### config.mk
export PLATFORM = sky130hd
export DESIGN_NAME = spi_regport
export DESIGN_NICKNAME = d
export VERILOG_FILES = /design/src/rtl/spi_regport_pkg.sv /design/src/rtl/spi_sync.sv /design/src/rtl/spi_frame_rx.sv /design/src/rtl/spi_so_tx.sv /design/src/rtl/spi_regport.sv
export SDC_FILE = /design/constraint.sdc
export NUM_CORES = 1
export LEC_CHECK = 0
export ABC_AREA = 1
export ABC_CLOCK_PERIOD_IN_PS = 2150
export BUFFER_PORTS_ARGS = -buffer_cell sky130_fd_sc_hd__buf_4
export CORE_MARGIN = 3
export CORE_UTILIZATION = 56
export DETAILED_ROUTE_END_ITERATION = 10
export PLACE_DENSITY = 0.84
export SLEW_MARGIN = 20
export SYNTH_ARGS = -nofsm -noshare
export SYNTH_HDL_FRONTEND = slang
export SYNTH_HIERARCHICAL = 1
export SYNTH_SLANG_ARGS = --single-unit
### constraint.sdc
create_clock -name clk -period 2.15 [get_ports clk]
set_input_delay 0.215 -clock clk [delete_from_list [all_inputs] [get_ports clk]]
set_output_delay 0.215 -clock clk [all_outputs]
set_load 0.02 [all_outputs]
### src/rtl/spi_regport_pkg.sv
// Package: shared constants and helpers for the serial register-access slave.
// Assumes a fixed frame of address, one direction bit and one data byte.
package spi_regport_pkg;

    localparam int unsigned ADDR_W     = 7;
    localparam int unsigned DATA_W     = 8;
    localparam int unsigned FRAME_BITS = ADDR_W + 1 + DATA_W;
    localparam int unsigned CNT_W      = $clog2(FRAME_BITS + 1);

    // Direction encoding carried in the bit after the address.
    typedef enum logic {
        DIR_READ  = 1'b0,
        DIR_WRITE = 1'b1
    } dir_e;

    // Count value reached when the last address bit has been received.
    function automatic logic [CNT_W-1:0] addr_last_cnt();
        return CNT_W'(ADDR_W - 1);
    endfunction

endpackage

### src/rtl/spi_sync.sv
// Module: multi-stage synchroniser for a bundle of asynchronous inputs.
// Assumes each bit is independent; reset value is chosen per instance.
module spi_sync #(
    parameter int unsigned WIDTH  = 1,
    parameter int unsigned STAGES = 2,
    parameter logic [WIDTH-1:0] RESET_VAL = '0
) (
    input  logic             clk,
    input  logic             rst_n,
    input  logic [WIDTH-1:0] d_async,
    output logic [WIDTH-1:0] q_sync
);

    logic [WIDTH-1:0] stage_q [STAGES];

    genvar s;
    generate
        for (s = 0; s < STAGES; s++) begin : g_stage
            if (s == 0) begin : g_first
                // First flop: captures the raw asynchronous level.
                always_ff @(posedge clk) begin
                    if (!rst_n) stage_q[0] <= RESET_VAL;
                    else        stage_q[0] <= d_async;
                end
            end else begin : g_next
                // Later flops: let any metastability settle.
                always_ff @(posedge clk) begin
                    if (!rst_n) stage_q[s] <= RESET_VAL;
                    else        stage_q[s] <= stage_q[s-1];
                end
            end
        end
    endgenerate

    assign q_sync = stage_q[STAGES-1];

endmodule

### src/rtl/spi_frame_rx.sv
// Module: receive side of the frame. It counts rising serial-clock edges,
// captures address, direction and data, and issues the write strobe.
// Assumes sck_rise is a single-cycle pulse and that si_s and ss_s share
// the synchroniser depth of the serial clock.
module spi_frame_rx
    import spi_regport_pkg::*;
(
    input  logic              clk,
    input  logic              rst_n,
    input  logic              sck_rise,
    input  logic              si_s,
    input  logic              ss_s,
    output logic [CNT_W-1:0]  bit_cnt,
    output logic [ADDR_W-1:0] addr_q,
    output logic              dir_q,
    output logic              wr_en,
    output logic [ADDR_W-1:0] wr_addr,
    output logic [DATA_W-1:0] wr_data
);

    localparam logic [CNT_W-1:0] CNT_DIR  = CNT_W'(ADDR_W);
    localparam logic [CNT_W-1:0] CNT_LAST = CNT_W'(FRAME_BITS - 1);
    localparam logic [CNT_W-1:0] CNT_FULL = CNT_W'(FRAME_BITS);

    logic [ADDR_W-1:0] addr_sh;
    logic [DATA_W-1:0] data_sh;
    logic              take_bit;

    assign take_bit = sck_rise && !ss_s && (bit_cnt != CNT_FULL);

    // Bit counter: cleared by a high select, saturates at a full frame.
    always_ff @(posedge clk) begin
        if (!rst_n)        bit_cnt <= '0;
        else if (ss_s)     bit_cnt <= '0;
        else if (take_bit) bit_cnt <= bit_cnt + 1'b1;
    end

    // Address shifter: collects the address bits, most significant first.
    always_ff @(posedge clk) begin
        if (!rst_n) begin
            addr_sh <= '0;
        end else if (take_bit && bit_cnt < CNT_DIR) begin
            addr_sh <= {addr_sh[ADDR_W-2:0], si_s};
        end
    end

    // Address hold: the completed address is frozen for the rest of the frame.
    always_ff @(posedge clk) begin
        if (!rst_n) begin
            addr_q <= '0;
        end else if (take_bit && bit_cnt == addr_last_cnt()) begin
            addr_q <= {addr_sh[ADDR_W-2:0], si_s};
        end
    end

    // Direction capture: the bit that follows the address.
    always_ff @(posedge clk) begin
        if (!rst_n)                              dir_q <= DIR_READ;
        else if (take_bit && bit_cnt == CNT_DIR) dir_q <= si_s;
    end

    // Data shifter: collects the data byte, most significant first.
    always_ff @(posedge clk) begin
        if (!rst_n) begin
            data_sh <= '0;
        end else if (take_bit && bit_cnt > CNT_DIR) begin
            data_sh <= {data_sh[DATA_W-2:0], si_s};
        end
    end

    // Write strobe: one cycle after the last bit of a complete write frame.
    always_ff @(posedge clk) begin
        if (!rst_n) begin
            wr_en   <= 1'b0;
            wr_addr <= '0;
            wr_data <= '0;
        end else begin
            wr_en <= 1'b0;
            if (take_bit && bit_cnt == CNT_LAST && dir_q == DIR_WRITE) begin
                wr_en   <= 1'b1;
                wr_addr <= addr_q;
                wr_data <= {data_sh[DATA_W-2:0], si_s};
            end
        end
    end

    assert_cnt_bound_R8: assert property (@(posedge clk) disable iff (!rst_n)
        bit_cnt <= CNT_FULL)
        else $error("bit count beyond frame length");

    assert_strobe_single_R4: assert property (@(posedge clk) disable iff (!rst_n)
        wr_en |=> !wr_en)
        else $error("write strobe longer than one cycle");

    assert_strobe_in_frame_R4: assert property (@(posedge clk) disable iff (!rst_n)
        wr_en |-> !$past(ss_s))
        else $error("write strobe without select held low");

    assert_sel_clears_R6: assert property (@(posedge clk) disable iff (!rst_n)
        ss_s |=> (bit_cnt == '0))
        else $error("bit count not cleared by high select");

endmodule

### src/rtl/spi_so_tx.sv
// Module: transmit side. It latches the read byte at the falling edge after
// the direction bit and shifts it out on later falling edges.
// Assumes rd_data is valid for addr_q when that falling edge is seen.
module spi_so_tx
    import spi_regport_pkg::*;
(
    input  logic              clk,
    input  logic              rst_n,
    input  logic              sck_fall,
    input  logic              ss_s,
    input  logic [CNT_W-1:0]  bit_cnt,
    input  logic              dir_q,
    input  logic [DATA_W-1:0] rd_data,
    output logic              so,
    output logic              so_oe
);

    localparam logic [CNT_W-1:0] CNT_LOAD = CNT_W'(ADDR_W + 1);
    localparam logic [CNT_W-1:0] CNT_FULL = CNT_W'(FRAME_BITS);

    logic [DATA_W-1:0] tx_sh;
    logic              load_now;
    logic              shift_now;

    assign load_now  = sck_fall && !ss_s && bit_cnt == CNT_LOAD && dir_q == DIR_READ;
    assign shift_now = sck_fall && !ss_s && so_oe && bit_cnt > CNT_LOAD && bit_cnt < CNT_FULL;

    // Output shifter: load on the data-phase entry, then move one bit per fall.
    always_ff @(posedge clk) begin
        if (!rst_n) begin
            tx_sh <= '0;
            so    <= 1'b0;
            so_oe <= 1'b0;
        end else if (ss_s) begin
            so    <= 1'b0;
            so_oe <= 1'b0;
        end else if (load_now) begin
            so    <= rd_data[DATA_W-1];
            tx_sh <= {rd_data[DATA_W-2:0], 1'b0};
            so_oe <= 1'b1;
        end else if (shift_now) begin
            so    <= tx_sh[DATA_W-1];
            tx_sh <= {tx_sh[DATA_W-2:0], 1'b0};
        end else if (sck_fall && bit_cnt == CNT_FULL) begin
            so    <= 1'b0;
            so_oe <= 1'b0;
        end
    end

    assert_oe_needs_sel_R5: assert property (@(posedge clk) disable iff (!rst_n)
        so_oe |-> !$past(ss_s))
        else $error("output enabled without select");

    assert_oe_rise_on_fall_R5: assert property (@(posedge clk) disable iff (!rst_n)
        $rose(so_oe) |-> $past(sck_fall))
        else $error("output enable rose away from a falling edge");

    assert_so_on_fall_R3: assert property (@(posedge clk) disable iff (!rst_n)
        (so_oe && $past(so_oe) && !$past(sck_fall)) |-> $stable(so))
        else $error("serial output moved without a falling edge");

endmodule

### src/rtl/spi_regport.sv
// Module: top of the serial register-access slave. It synchronises the
// serial pins, detects serial-clock edges and joins the receive and
// transmit sides. Assumes the serial clock half period spans at least
// STAGES + 2 system clocks.
module spi_regport
    import spi_regport_pkg::*;
#(
    parameter int unsigned SYNC_STAGES = 2
) (
    input  logic              clk,
    input  logic              rst_n,
    input  logic              sck,
    input  logic              si,
    input  logic              ss_n,
    output logic              so,
    output logic              so_oe,
    output logic              wr_en,
    output logic [ADDR_W-1:0] wr_addr,
    output logic [DATA_W-1:0] wr_data,
    output logic [ADDR_W-1:0] rd_addr,
    input  logic [DATA_W-1:0] rd_data
);

    logic [2:0]        pins_s;
    logic              sck_s, si_s, ss_s;
    logic              sck_q;
    logic              sck_rise, sck_fall;
    logic [CNT_W-1:0]  bit_cnt;
    logic [ADDR_W-1:0] addr_q;
    logic              dir_q;

    spi_sync #(
        .WIDTH     (3),
        .STAGES    (SYNC_STAGES),
        .RESET_VAL (3'b100)
    ) u_sync (
        .clk     (clk),
        .rst_n   (rst_n),
        .d_async ({ss_n, si, sck}),
        .q_sync  (pins_s)
    );

    assign sck_s = pins_s[0];
    assign si_s  = pins_s[1];
    assign ss_s  = pins_s[2];

    // Edge history: previous synchronised serial-clock level.
    always_ff @(posedge clk) begin
        if (!rst_n) sck_q <= 1'b0;
        else        sck_q <= sck_s;
    end

    assign sck_rise = sck_s && !sck_q;
    assign sck_fall = !sck_s && sck_q;

    spi_frame_rx u_rx (
        .clk      (clk),
        .rst_n    (rst_n),
        .sck_rise (sck_rise),
        .si_s     (si_s),
        .ss_s     (ss_s),
        .bit_cnt  (bit_cnt),
        .addr_q   (addr_q),
        .dir_q    (dir_q),
        .wr_en    (wr_en),
        .wr_addr  (wr_addr),
        .wr_data  (wr_data)
    );

    spi_so_tx u_tx (
        .clk      (clk),
        .rst_n    (rst_n),
        .sck_fall (sck_fall),
        .ss_s     (ss_s),
        .bit_cnt  (bit_cnt),
        .dir_q    (dir_q),
        .rd_data  (rd_data),
        .so       (so),
        .so_oe    (so_oe)
    );

    assign rd_addr = addr_q;

    assert_read_no_strobe_R2: assert property (@(posedge clk) disable iff (!rst_n)
        so_oe |-> !wr_en)
        else $error("write strobe during a read data phase");

endmodule

# [Yosys cells after proc, flatten, opt, wreduce, memory -nomap -nowiden]
# Memories as Yosys holds them, arrays and structs flattened.
# Cells that the tools add are included.
[classes] add_sub_neg=1 mul=0 n_div=0 order_cmp=4 n_eq_ne=7 shift=0 n_mux=12 n_bitwise=5 n_reduce_logical=26
[op_table] op="1-bit logical AND" count=17
[op_table] op="8-bit two-way mux" count=2
[op_table] op="5-bit by 3-bit equality test with 1-bit output, second input constant" count=2
[op_table] op="5-bit by 4-bit equality test with 1-bit output, second input constant" count=2
[op_table] op="1-bit two-way mux" count=8
[op_table] op="3-bit two-way mux" count=2
[op_table] op="5-bit by 1-bit adder with 5-bit output, second input constant" count=1
[op_table] op="5-bit equality test, second input constant" count=1
[op_table] op="5-bit by 3-bit greater-than comparator with 1-bit output, second input constant" count=1
[op_table] op="5-bit by 4-bit greater-than comparator with 1-bit output, second input constant" count=1
[op_table] op="5-bit by 3-bit < comparator with 1-bit output, second input constant" count=1
[op_table] op="5-bit < comparator, second input constant" count=1
[op_table] op="5-bit != test, second input constant" count=1
[op_table] op="2-bit AND reduction" count=2
[op_table] op="2-bit nonzero test" count=2
[op_table] op="1-bit zero test" count=3
[op_table] op="1-bit NOT" count=3
[op_table] op="3-bit nonzero test" count=1
[op_table] op="2-bit by 1-bit != test with 1-bit output, second input constant" count=1
[op_table] op="1-bit OR" count=2
[op_table] op="2-bit OR reduction" count=1
[word_totals] ff_bits=53 latchBits=0 ramBits=6 rom_bits=0 inputBits=13 out_inout_bits=25 elab_cells=68 n_memories=1
[mem_list] name="u_sync.stage_q" depth=2 word_bits=3 rd=2 rd_ports_with_merged_regs=0 wr=2 line_no="spi_sync.sv:14" rtl="logic [WIDTH-1:0] stage_q [STAGES];"

# [Logic depth before layout (Yosys ltp)]
# Gate-level depths: netlist (run 1).
[logic_depth] word_depth=8 ltp_mapped=11 depth_no_buf=10

# [Cells and area by module]
# Netlist (run 1), hierarchy kept.
[modules_own_cells] mod="spi_frame_rx" n_inst=1 cells_per_inst=252 area_each_um2=1815.5 seq_area_each_um2=840.8
[modules_own_cells] mod="spi_so_tx" n_inst=1 cells_per_inst=80 area_each_um2=554.3 seq_area_each_um2=180.2
[modules_own_cells] mod="spi_sync" n_inst=1 cells_per_inst=18 area_each_um2=165.2 seq_area_each_um2=120.1
[modules_own_cells] mod="spi_regport" n_inst=1 cells_per_inst=7 area_each_um2=45.0 seq_area_each_um2=20.0

# [Worst setup path after synthesis (run 1)]
# Ideal clock, no wire load.
[synth_timing] path_type="reg-to-reg" startpoint="register u_rx.bit_cnt[0]" endpoint="register u_rx.data_sh[3]" setup_ps=113 arrival_time_ps=1391 required_time_ps=2037 path_slack_ps=646 stages_incl_launch_ff=12 path_buffers=1 synth_period_minus_slack_ps=1504 path_cell_list="dfxtp_1 > inv_1 > ha_1 > nand2_1 > clkinv_1 > nand2_2 > nand2_4 > nor2_4 > buf_6 > nand2_1 > nand2_1 > nor2_1"
[synth_between] elab_chain_len=3 elab_cells_between_ends=4 cone_classes="order compare: 1; eq/ne: 1; reduce/logical: 2"
[synth_lines] item="from (decl)" line_no="spi_frame_rx.sv:13" rtl="output logic [CNT_W-1:0] bit_cnt,"
[synth_lines] item="from (signal assigned)" line_no="spi_frame_rx.sv:35" rtl="else if (take_bit) bit_cnt <= bit_cnt + 1'b1;"
[synth_lines] item="branches (longest 2 deep; another with 5-bit by 3-bit greater-than comparator with 1-bit output)"
[synth_lines] item="1-bit logical AND *" line_no="spi_frame_rx.sv:66" rtl="end else if (take_bit && bit_cnt > CNT_DIR) begin"
[synth_lines] item="to (signal assigned)" line_no="spi_frame_rx.sv:67" rtl="data_sh <= {data_sh[DATA_W-2:0], si_s};"
[synth_lines] item="to (decl)" line_no="spi_frame_rx.sv:26" rtl="logic [DATA_W-1:0] data_sh;"
# Every way passes the cells marked *.
# A chain may end at the register's enable or synchronous reset.

# [Worst setup path after layout (run 1)]
[layout_timing] startpoint="register u_rx.bit_cnt[1]" endpoint="register u_rx.wr_data[2]"
[layout_between] elab_chain_len=4 elab_cells_between_ends=5 cone_classes="eq/ne: 2; reduce/logical: 3"
[layout_lines] item="5-bit != test" line_no="spi_frame_rx.sv:29" rtl="assign take_bit = sck_rise && !ss_s && (bit_cnt != CNT_FULL);"
[layout_lines] item="1-bit logical AND" line_no="spi_frame_rx.sv:29"
[layout_lines] item="1-bit logical AND * (2 in a row)" line_no="spi_frame_rx.sv:79" rtl="if (take_bit && bit_cnt == CNT_LAST && dir_q == DIR_WRITE) begin"
[layout_lines] item="to (signal assigned)" line_no="spi_frame_rx.sv:82" rtl="wr_data <= {data_sh[DATA_W-2:0], si_s};"
[layout_lines] item="to (decl)" line_no="spi_frame_rx.sv:18" rtl="output logic [DATA_W-1:0] wr_data"
# Mark *: on every way between the ends. The rest lies on a longest branch, timed or not.

==> impl_metrics.ini, run 1 <==
[timing]
relSlewSlack_pct = 73.21
tns_ns = 0
report.final.setup_viol = 0
hold_violations = 0
worstMarginPinSlew_ns = 0.4012
drv_slew = 0
period_share_pct = 88.93
rsz0062_at_grt = no
clock.fmax_ghz = 0.5230
skew_ns = 0.008480
final.min_clock_period_ns = 1.912

[clock_tree]
cts_hold_buffers = 0
post-cts-setup-buffers = 0
clockRootBuffer = clkbuf_8
h-tree-depth = 3
numClockSinks = 58
path_clk_slew_ns = 0.06
cts_buffer_depth = 2
clk_latency_ns = 0.33
post_cts_resized = 0
cts_tree = done
cts_made_buffers = 9

[global_routing]
antenna_found_initial = 0
grt_pass1_wl_um = 8300
gr-total-overflow = 0
grt_max_degree = 31
grt_usage_pct = 20.07
grt_pass1_vias = 1925

[layout]
nets = 414
drive_gt1_share_pct = 18.41
syn_to_final_growth_pct = 18.62
layout_common_cells = nor2_1, nand2_1, dfxtp_1, inv_1, buf_4
num_antenna_cells = 0
final_common_cell = nor2_1
stdcell_count = 454

[setup_path]
slowest_delay_ns = 0.47
cp_num_buf_inv = 1
slowest_stage = dfxtp_1
crit_family = simple AND/OR/NAND/NOR gates
crit_arrival_ns = 2.18
crit_chain = ha_1, and3_1, ha_1, nand4_2, buf_12, nand2_1, nand2_1, nor2_1
end_kind = register
cp_data_required_time_ns = 2.42
crit_fanout = 21
critPathKind = register to register
critPathLaunchType = register

[power_and_ir_drop]
p_per_area_nw_per_um2 = 645.4
sw_frac_of_total_pct = 21.62
internal-power_w = 0.001548
p_leak_nw = 1.517
p_comb_share_pct = 2.5
peakVddDrop_mv = 0.4654
clkPwrFrac_pct = 42.5
seq_power_share_pct = 55.0
switching_power_w = 0.0004271

[logic_synthesis]
syn-num-nets = 374
syn_avg_cell_area_um2 = 7.227
async_flop_share_pct = 0
yosysWarnings = 6
synth_ff_type = dfxtp_1
seq_area_frac_synth_pct = 45.00
synth_xor_area_share_pct = 0.3395
yosys.area_share.simple_pct = 37.44
synth_compound_area_share_pct = 5.723
netlist_area_um2 = 2580
yosys_register_bits = 58
synth_top_family_by_area = simple AND/OR/NAND/NOR gates
synthCells = 357
synthAdderAreaFrac_pct = 1.940
synth_cell_types = 32
synthMuxAreaShare_pct = 0
synth_edf_count = 0

[die]
core_area_um2 = 4414
die_h_um = 73.88
die-area_um2 = 5458
initial_core_util_pct = 58.45
fp.dieW_um = 73.88
rows = 24
io-pin-count = 38

[place]
dp.cells = 438
hpwlAfterDp_um = 3462
port_buffers = 37
place_congestion = 0.8046

[detailed_routing]
drt_iter0_drc = 128
drt_pass1_iterations = 4
wl_per_cell_um = 11.17
wl_met2_um = 2529
highest_layer = met4
route.final.wire_length_um = 5072
via_per_inst = 4.998
detail-route-antenna-nets = 0
wl_met1_um = 2205
post-route-drc-count = 0
via_count = 2269
met3RoutedLength_um = 295

[hold_path]
hold_path.class = input pin to register

[outcome]
status = complete, no violations

[job]
cap_violations = 0
worst register-to-register path: stages, from the launching register on:
cell and delay [ns]:
dfxtp_1 0.47, ha_1 0.26, and3_1 0.17, ha_1 0.16, nand4_2 0.30, buf_12 0.28
nand2_1 0.06, nand2_1 0.04, nor2_1 0.10
routing by layer:
layer	GRT usage, %	vias up
met5	0	-
met4	7.042	0
met3	8.892	6
met2	34.45	53
met1	21.79	1030
li1	-	1180
path summary, 6_finish.rpt:
| check | start | to | slack [ns] | cells after the start |
|---|---|---|---|---|
| hold / removal | sck | u_sync/stage_q[0][0] | 0.07 | 3 |
| setup reg to reg | u_rx/bit_cnt[1] | u_rx/wr_data[2] | 0.24 | 8 |
| hold reg to reg | u_sync/stage_q[0][1] | u_sync/stage_q[1][1] | 0.41 | 2 |
| setup / recovery | u_rx/bit_cnt[1] | u_rx/wr_data[2] | 0.24 | 8 |
flip-flops by register name, summed over array words and instances, names as in the netlist:
register,count
u_rx/dir_q,1
u_rx/addr_q,7
u_tx/so,1
u_rx/addr_sh,6
u_tx/so_oe,1
u_rx/bit_cnt,5
u_rx/data_sh,7
sck_q,1
u_tx/tx_sh,7
u_rx/wr_data,8
u_rx/wr_addr,7
u_rx/wr_en,1
u_sync/stage_q,6
per-stage QoR:
step                util (%)  worst slack [ns]  instance area [um2]  hold slack [ns]  total power [W]
global route           69.33           0.06866                 3060          0.04155         0.002055
detailed placement     65.62            0.2813                 2897           0.3926         0.001160
finish                 69.33            0.2380                 3060          0.06524         0.001975
global placement       65.62            0.3593                 2897           0.3800         0.001159
floorplan                  -            0.6460                 2580           0.2837         0.001133
CTS                    69.33            0.2384                 3060          0.04520         0.001997
cell type report:
type,instances,area [um2]
fillers,380,1354
multi-input cells,240,1172
flip-flops and latches,58,1161
repair buffers,40,312.8
inverters,48,185.2
clock buffers,13,148.9
well taps,52,65.06
clock inverters,3,15.01
cells by family after synthesis:
group                      after synthesis
and+or+nand+nor                        206
buffers and inverters                   59
DFF                                     58
AOI/OAI and AO/OA                       29
adders and majority gates                4
xor gates and xnor gates                 1
cells in the mapped netlist (2+ instances only):
library cell,n,share of area [%]
nor2_1,79,11
nand2_1,76,11
dfxtp_1,58,45
inv_1,46,6.7
o21ai_0,15,2.9
nor3_1,14,2.7
nand3_1,13,2.5
o21ai_1,8,1.6
a21oi_1,5,0.97
nor2_2,5,1.2
buf_2,4,0.78
ha_1,4,1.9
nand2_2,4,0.97
buf_1,2,0.29
buf_4,2,0.58
clkbuf_1,2,0.29
nand2_4,2,0.87
nand2_8,2,1.6
nor2_4,2,0.87
nor2_8,2,1.6
power by group through the flow:
stage / sequential [W] / combinational (W) / clock (W)
after global placement: 0.00111 / 0.0000490 / 0
after global routing: 0.00109 / 0.0000559 / 0.000912
after detailed placement: 0.00111 / 0.0000498 / 0
final: 0.00109 / 0.0000499 / 0.000839
after CTS: 0.00109 / 0.0000500 / 0.000861
after floorplan: 0.00111 / 0.0000244 / 0
Note: power is estimated with default switching activity, not from simulation.
==> run 2: changes to the inputs <==
--- a/config.mk
+++ b/config.mk
@@ -9,11 +9,11 @@
 export ABC_CLOCK_PERIOD_IN_PS = 2150
 export BUFFER_PORTS_ARGS = -buffer_cell sky130_fd_sc_hd__buf_4
 export CORE_MARGIN = 3
-export CORE_UTILIZATION = 56
+export CORE_UTILIZATION = 55
 export DETAILED_ROUTE_END_ITERATION = 10
 export PLACE_DENSITY = 0.84
+export REMOVE_ABC_BUFFERS = 1
 export SLEW_MARGIN = 20
 export SYNTH_ARGS = -nofsm -noshare
 export SYNTH_HDL_FRONTEND = slang
-export SYNTH_HIERARCHICAL = 1
 export SYNTH_SLANG_ARGS = --single-unit
==> constraint.sdc (replaced) <==
create_clock -name clk -period 2.15 [get_ports clk]
set_input_delay 0.1075 -clock clk [delete_from_list [all_inputs] [get_ports clk]]
set_output_delay 0.1075 -clock clk [all_outputs]
set_load 0.02 [all_outputs]
==> impl_metrics.ini, run 2 <==
[clock_tree]
path_clk_slew_ns = 0.06
clockRootBuffer = clkbuf_8
numClockSinks = 58
cts_buffer_depth = 2
clk_latency_ns = 0.33
cts_made_buffers = 9
post_cts_resized = 0
h-tree-depth = 3
cts_tree = done
post-cts-setup-buffers = 0

[global_routing]
grt_pass1_wl_um = 8010
grt_pass1_vias = 1878
gr-total-overflow = 0
grt_usage_pct = 20.23
grt_max_degree = 48
antenna_found_initial = 0

[layout]
drive_gt1_share_pct = 19.17
final_common_cell = nor2_1
nets = 373
syn_to_final_growth_pct = 21.81
stdcell_count = 410
largest_reg_flops = 8
layout_common_cells = nor2_1, dfxtp_1, buf_4, o21ai_0
largest-register = u_rx.wr_data
num_antenna_cells = 0

[setup_path]
crit_fanout = 15
critPathLaunchType = register
crit_top_cell = nor2_1
r2r_start = u_rx.bit_cnt[0]
ff2ff_path_depth = 11
slowest_stage = dfxtp_1
slowest_delay_ns = 0.32
critPathKind = register to register
cp_data_required_time_ns = 2.37
r2r-end = u_rx.addr_q[4]
end_kind = register
crit_arrival_ns = 2.03
crit_chain = inv_1, ha_1, inv_1, nor2_1, nand2_1, nand2_2, inv_2, nand2_2, inv_2, nor2_1, nor2_1
r2r_slack_ns = 0.34

[hold_path]
hold_path.class = input pin to register
holdPathStages = 3
holdCritStartpoint = rd_data[0]
min_to = u_tx.tx_sh[1]

[die]
io-pin-count = 38
fp.dieW_um = 71.16
core_area_um2 = 4058
die_h_um = 71.16
die-area_um2 = 5063
initial_core_util_pct = 57.54
rows = 23

[job]
cap_violations = 0

[logic_synthesis]
synth_xor_area_share_pct = 0
synthTopCellsByCount = nor2_1, dfxtp_1, o21ai_0, inv_1, nand2_1
syn_avg_cell_area_um2 = 7.507
synthAdderAreaFrac_pct = 2.144
synth_compound_area_share_pct = 9.968
netlist_area_um2 = 2335
netlist.area_leader.share_pct = 49.73
synth_ff_type = dfxtp_1
synthCells = 311
synth_edf_count = 0
yosys_register_bits = 58
seq_area_frac_synth_pct = 49.73
yosysWarnings = 0
yosysTopAreaCell = dfxtp_1
async_flop_share_pct = 0
synth_top_family_by_area = simple AND/OR/NAND/NOR gates
synthTopCellsByArea = dfxtp_1, nor2_1, o21ai_0
synth_most_common_cell = nor2_1
yosys.area_share.simple_pct = 30.39
synth_cell_types = 23
synthMuxAreaShare_pct = 0

[timing]
relSlewSlack_pct = 67.41
tns_ns = 0
rsz0062_at_grt = no
period_share_pct = 84.30
clock.fmax_ghz = 0.5518
worstMarginPinSlew_ns = 0.4871
final.min_clock_period_ns = 1.812
drv_slew = 0
hold_violations = 0
report.final.setup_viol = 0
skew_ns = 0.01039

[place]
port_buffers = 37
hpwlAfterDp_um = 3155
dp.cells = 392
place_congestion = 0.8305

[detailed_routing]
route.final.wire_length_um = 4786
wl_per_cell_um = 11.67
via_per_inst = 5.080
via_count = 2083
post-route-drc-count = 0
detail-route-antenna-nets = 0
drt_pass1_iterations = 5
drt_iter0_drc = 204

[power_and_ir_drop]
p_per_area_nw_per_um2 = 707.7
peakVddDrop_mv = 0.5914
p_leak_nw = 1.363

[outcome]
status = complete, no violations
run 2: cell families after synthesis:
family | after synthesis
AND/OR/NAND/NOR | 160
flip-flops | 58
AO/OA/AOI/OAI | 46
buffers and inverters | 43
adder cells (fa/ha/maj) | 4
run 2: worst max-delay path: cells and delay by family, from the launching register on:
| family | cells | cell delay (ns) |
|---|---|---|
| adder cells (fa/ha/maj) | 1 | 0.19 |
| buffers and inverters | 4 | 0.38 |
| AND/OR/NAND/NOR | 6 | 0.79 |
| flip-flops | 1 | 0.32 |
run 2: power breakdown:
part / switching, W / total, W / internal [W]
registers: 0.00000382 / 0.00109 / 0.00108
logic: 0.0000308 / 0.0000596 / 0.0000288
clock network: 0.000399 / 0.000867 / 0.000468
total: 0.000434 / 0.00201 / 0.00158
run 2: what timing repair did:
item                                    CTS  global route
hold endpoints to repair                  3             0
endpoints found under the setup margin    0             0
hold buffers                              3             0
run 2: layout make-up:
| cell class | instances | area (um2) |
|---|---|---|
| clock buffer | 12 | 155.1 |
| timing repair buffer | 43 | 330.3 |
| sequential | 58 | 1161 |
| clock inverter | 3 | 15.01 |
| tap | 50 | 62.56 |
| multi-input combinational | 210 | 992.2 |
| inverter | 34 | 127.6 |
| fill | 338 | 1214 |
run 2: metal layers:
metal	global-route usage, %	vias to the layer above	share of wire [%]
met3	5.398	16	4.8
met5	0	-	0
met1	24.42	931	46
met4	12.94	0	3.4
met2	31.73	55	45
li1	-	1081	-
run 2: worst max path at each step:
stage / end / depth (start not counted) / slack (ns) / from
floorplan: u_rx.wr_addr[0] / 10 / 0.59 / u_rx.bit_cnt[0]
global placement: u_rx.wr_addr[2] / 10 / 0.48 / u_rx.bit_cnt[0]
detailed placement: u_rx.addr_q[2] / 11 / 0.37 / u_rx.bit_cnt[0]
CTS: u_rx.addr_q[2] / 11 / 0.35 / u_rx.bit_cnt[0]
global route: u_rx.data_sh[5] / 11 / 0.15 / u_rx.bit_cnt[0]
finish: u_rx.addr_q[4] / 11 / 0.34 / u_rx.bit_cnt[0]
run 2: metrics by stage:
stage | instance area (um2) | power, W | hold WS, ns | setup slack [ns] | utilization [%]
global route | 2844 | 0.002084 | 0.03496 | 0.1512 | 70.09
global placement | 2644 | 0.001163 | 0.2882 | 0.4753 | 65.16
detailed placement | 2644 | 0.001164 | 0.2952 | 0.3727 | 65.16
floorplan | 2281 | 0.001131 | 0.2010 | 0.5929 | -
CTS | 2844 | 0.002031 | 0.006815 | 0.3477 | 70.09
finish | 2844 | 0.002013 | 0.01967 | 0.3376 | 70.09
==> run 3: changes to the inputs <==
--- a/config.mk
+++ b/config.mk
@@ -5,13 +5,13 @@
 export SDC_FILE = /design/constraint.sdc
 export NUM_CORES = 1
 export LEC_CHECK = 0
-export ABC_AREA = 1
-export ABC_CLOCK_PERIOD_IN_PS = 2150
+export ABC_AREA = 0
+export ABC_CLOCK_PERIOD_IN_PS = 1600
 export BUFFER_PORTS_ARGS = -buffer_cell sky130_fd_sc_hd__buf_4
 export CORE_MARGIN = 3
-export CORE_UTILIZATION = 55
+export CORE_UTILIZATION = 50
 export DETAILED_ROUTE_END_ITERATION = 10
-export PLACE_DENSITY = 0.84
+export PLACE_DENSITY = 0.81
 export REMOVE_ABC_BUFFERS = 1
 export SLEW_MARGIN = 20
 export SYNTH_ARGS = -nofsm -noshare
==> constraint.sdc (replaced) <==
create_clock -name clk -period 1.6 [get_ports clk]
set_input_delay 0.08 -clock clk [delete_from_list [all_inputs] [get_ports clk]]
set_output_delay 0.08 -clock clk [all_outputs]
set_load 0.02 [all_outputs]
==> impl_metrics.ini, run 3 <==
[outcome]
status = finished, violations left
violations = negative setup slack

[clock_tree]
h-tree-depth = 3
cts_tree = done
cts_made_buffers = 9
clockRootBuffer = clkbuf_8
cts_buffer_depth = 2
path_clk_slew_ns = 0.06
clk_latency_ns = 0.33
numClockSinks = 58

[setup_path]
end_kind = register
critPathKind = register to register
crit_chain = ha_4, and3_4, ha_4, nand2_4, nor3_4, buf_6, mux2i_1, nor2b_1
cp_data_required_time_ns = 1.82
crit_arrival_ns = 1.87
crit_top_cell = ha_4
cp_num_cells = 8
cp_num_buf_inv = 1
critPathLaunchType = register
slowest_delay_ns = 0.38
slowest_stage = dfxtp_4
crit_fanout = 6
crit_family = simple AND/OR/NAND/NOR gates
ff2ff_path_depth = 8

[logic_synthesis]
synthTopCellsByCount = dfxtp_1, mux2i_1, nor2b_1, nand2_1, inv_1
syn_avg_cell_area_um2 = 10.54
netlist_area_um2 = 2371
seq_area_frac_synth_pct = 48.97
synthTopCellsByArea = dfxtp_1, mux2i_1, nor2b_1
netlist.area_leader.share_pct = 48.97
yosysTopAreaCell = dfxtp_1
synth_most_common_cell = dfxtp_1
synthCells = 225
synth_ff_type = dfxtp_1
synth_edf_count = 0
yosysWarnings = 0
yosys_register_bits = 58
synth_cell_types = 33
async_flop_share_pct = 0

[place]
place_congestion = 0.8725
port_buffers = 37
dp.cells = 323
hpwlAfterDp_um = 3127

[detailed_routing]
drt_pass1_iterations = 4
route.final.wire_length_um = 4819
drt_iter0_drc = 112
via_per_inst = 5.230
post-route-drc-count = 0
via_count = 1794
wl_per_cell_um = 14.05
detail-route-antenna-nets = 0

[timing]
drv_slew = 0
fin_hold_ws_ns = 0.05621
report.final.setup_viol = 15
clock.fmax_ghz = 0.6065
worstMarginPinSlew_ns = 0.3394
relSlewSlack_pct = 77.37
skew_ns = 0.007721
final.min_clock_period_ns = 1.649
period_share_pct = 103.0
setup_slack_ns = -0.04868
rsz0062_at_grt = yes
hold_violations = 0

[global_routing]
grt_usage_pct = 18.56
grt_pass1_wl_um = 7776
antenna_found_initial = 0
grt_max_degree = 31
grt_pass1_vias = 1660
gr-total-overflow = 0

[layout]
largest-register = u_rx.wr_data
final_common_cell = dfxtp_1
layout_common_cells = dfxtp_1, buf_4, mux2i_1, nor2b_1
num_antenna_cells = 0
largest_reg_flops = 8
syn_to_final_growth_pct = 33.25
stdcell_count = 343
nets = 304
drive_gt1_share_pct = 32.30

[die]
die-area_um2 = 5604
io-pin-count = 38
core_area_um2 = 4474
rows = 24
fp.dieW_um = 74.86
die_h_um = 74.86
initial_core_util_pct = 52.99

[power_and_ir_drop]
p_per_area_nw_per_um2 = 921.1
p_leak_nw = 1.387
peakVddDrop_mv = 0.5986
power.total_w = 0.002910

[hold_path]
holdPathStages = 3
hold_path.class = input pin to register

[job]
cap_violations = 0
-- run 3: worst reg2reg max path: stages, from the launching register on --
cell and delay, ns:
dfxtp_4 0.38, ha_4 0.13, and3_4 0.19, ha_4 0.14, nand2_4 0.05, nor3_4 0.20, buf_6 0.18, mux2i_1 0.21
nor2b_1 0.06
-- run 3: per-stage QoR --
stage	setup slack (ns)	cell area [um2]	utilization, %	TNS (ns)
finish	-0.04868	3159	70.61	-0.3843
global route	-0.1296	3159	70.61	-1.663
CTS	-0.08119	3115	69.63	-0.9708
detailed placement	-0.1257	2796	62.50	-1.809
global placement	-0.04848	2796	62.50	-0.3897
floorplan	-0.3407	2318	-	-5.305
-- run 3: final timing paths --
| path | to | startpoint | slack, ns |
|---|---|---|---|
| worst max-delay path | u_rx.wr_addr[6] | u_rx.bit_cnt[0] | -0.05 |
| worst min-delay path | u_tx.tx_sh[1] | rd_data[0] | 0.06 |
| worst max register to register | u_rx.wr_addr[6] | u_rx.bit_cnt[0] | -0.05 |
| worst min register to register | u_sync.stage_q[1][2] | u_sync.stage_q[0][2] | 0.41 |
-- run 3: logic make-up (layout without fill, tap and decap cells) --
family                     Yosys count  in the layout  synth area share (%)
AOI/OAI and AO/OA                   26             26                 8.496
and+or+nand+nor                     81             81                 20.84
buffers and inverters               18             84                 3.641
xor gates and xnor gates             2              2                0.7389
muxes                               36             36                 15.20
adders and majority gates            4              4                 2.111
DFF                                 58             58                 48.97
-- run 3: metal layers --
metal	share of wire (%)	vias up	GRT usage, %
li1	-	903	-
met1	48	843	24.50
met2	46	41	27.27
met3	5.0	7	7.343
met4	1.2	0	7.312
met5	0	-	0
-- run 3: what timing repair did --
action,4_1_cts,5_1_grt
hold endpoints to repair,3,0
endpoints found under the setup margin,33,44
hold buffers,3,0
pin swaps,4,6
setup buffers,0,2
resized for setup,21,10
-- run 3: power breakdown --
part	internal (W)	switching, W	total (W)	leakage (nW)
Sequential	0.00145	0.00000367	0.00145	0.471
Combinational	0.0000483	0.0000327	0.0000810	0.811
Clock	0.000836	0.000541	0.00138	0.106
-- run 3: area by class of cell --
class	count	area, um2
fillers	333	1315
multi-input cells	149	1211
flip-flops and latches	58	1170
repair buffers	60	473.0
clock buffers	13	168.9
well taps	52	65.06
inverters	9	36.28
clock inverters	2	35.03
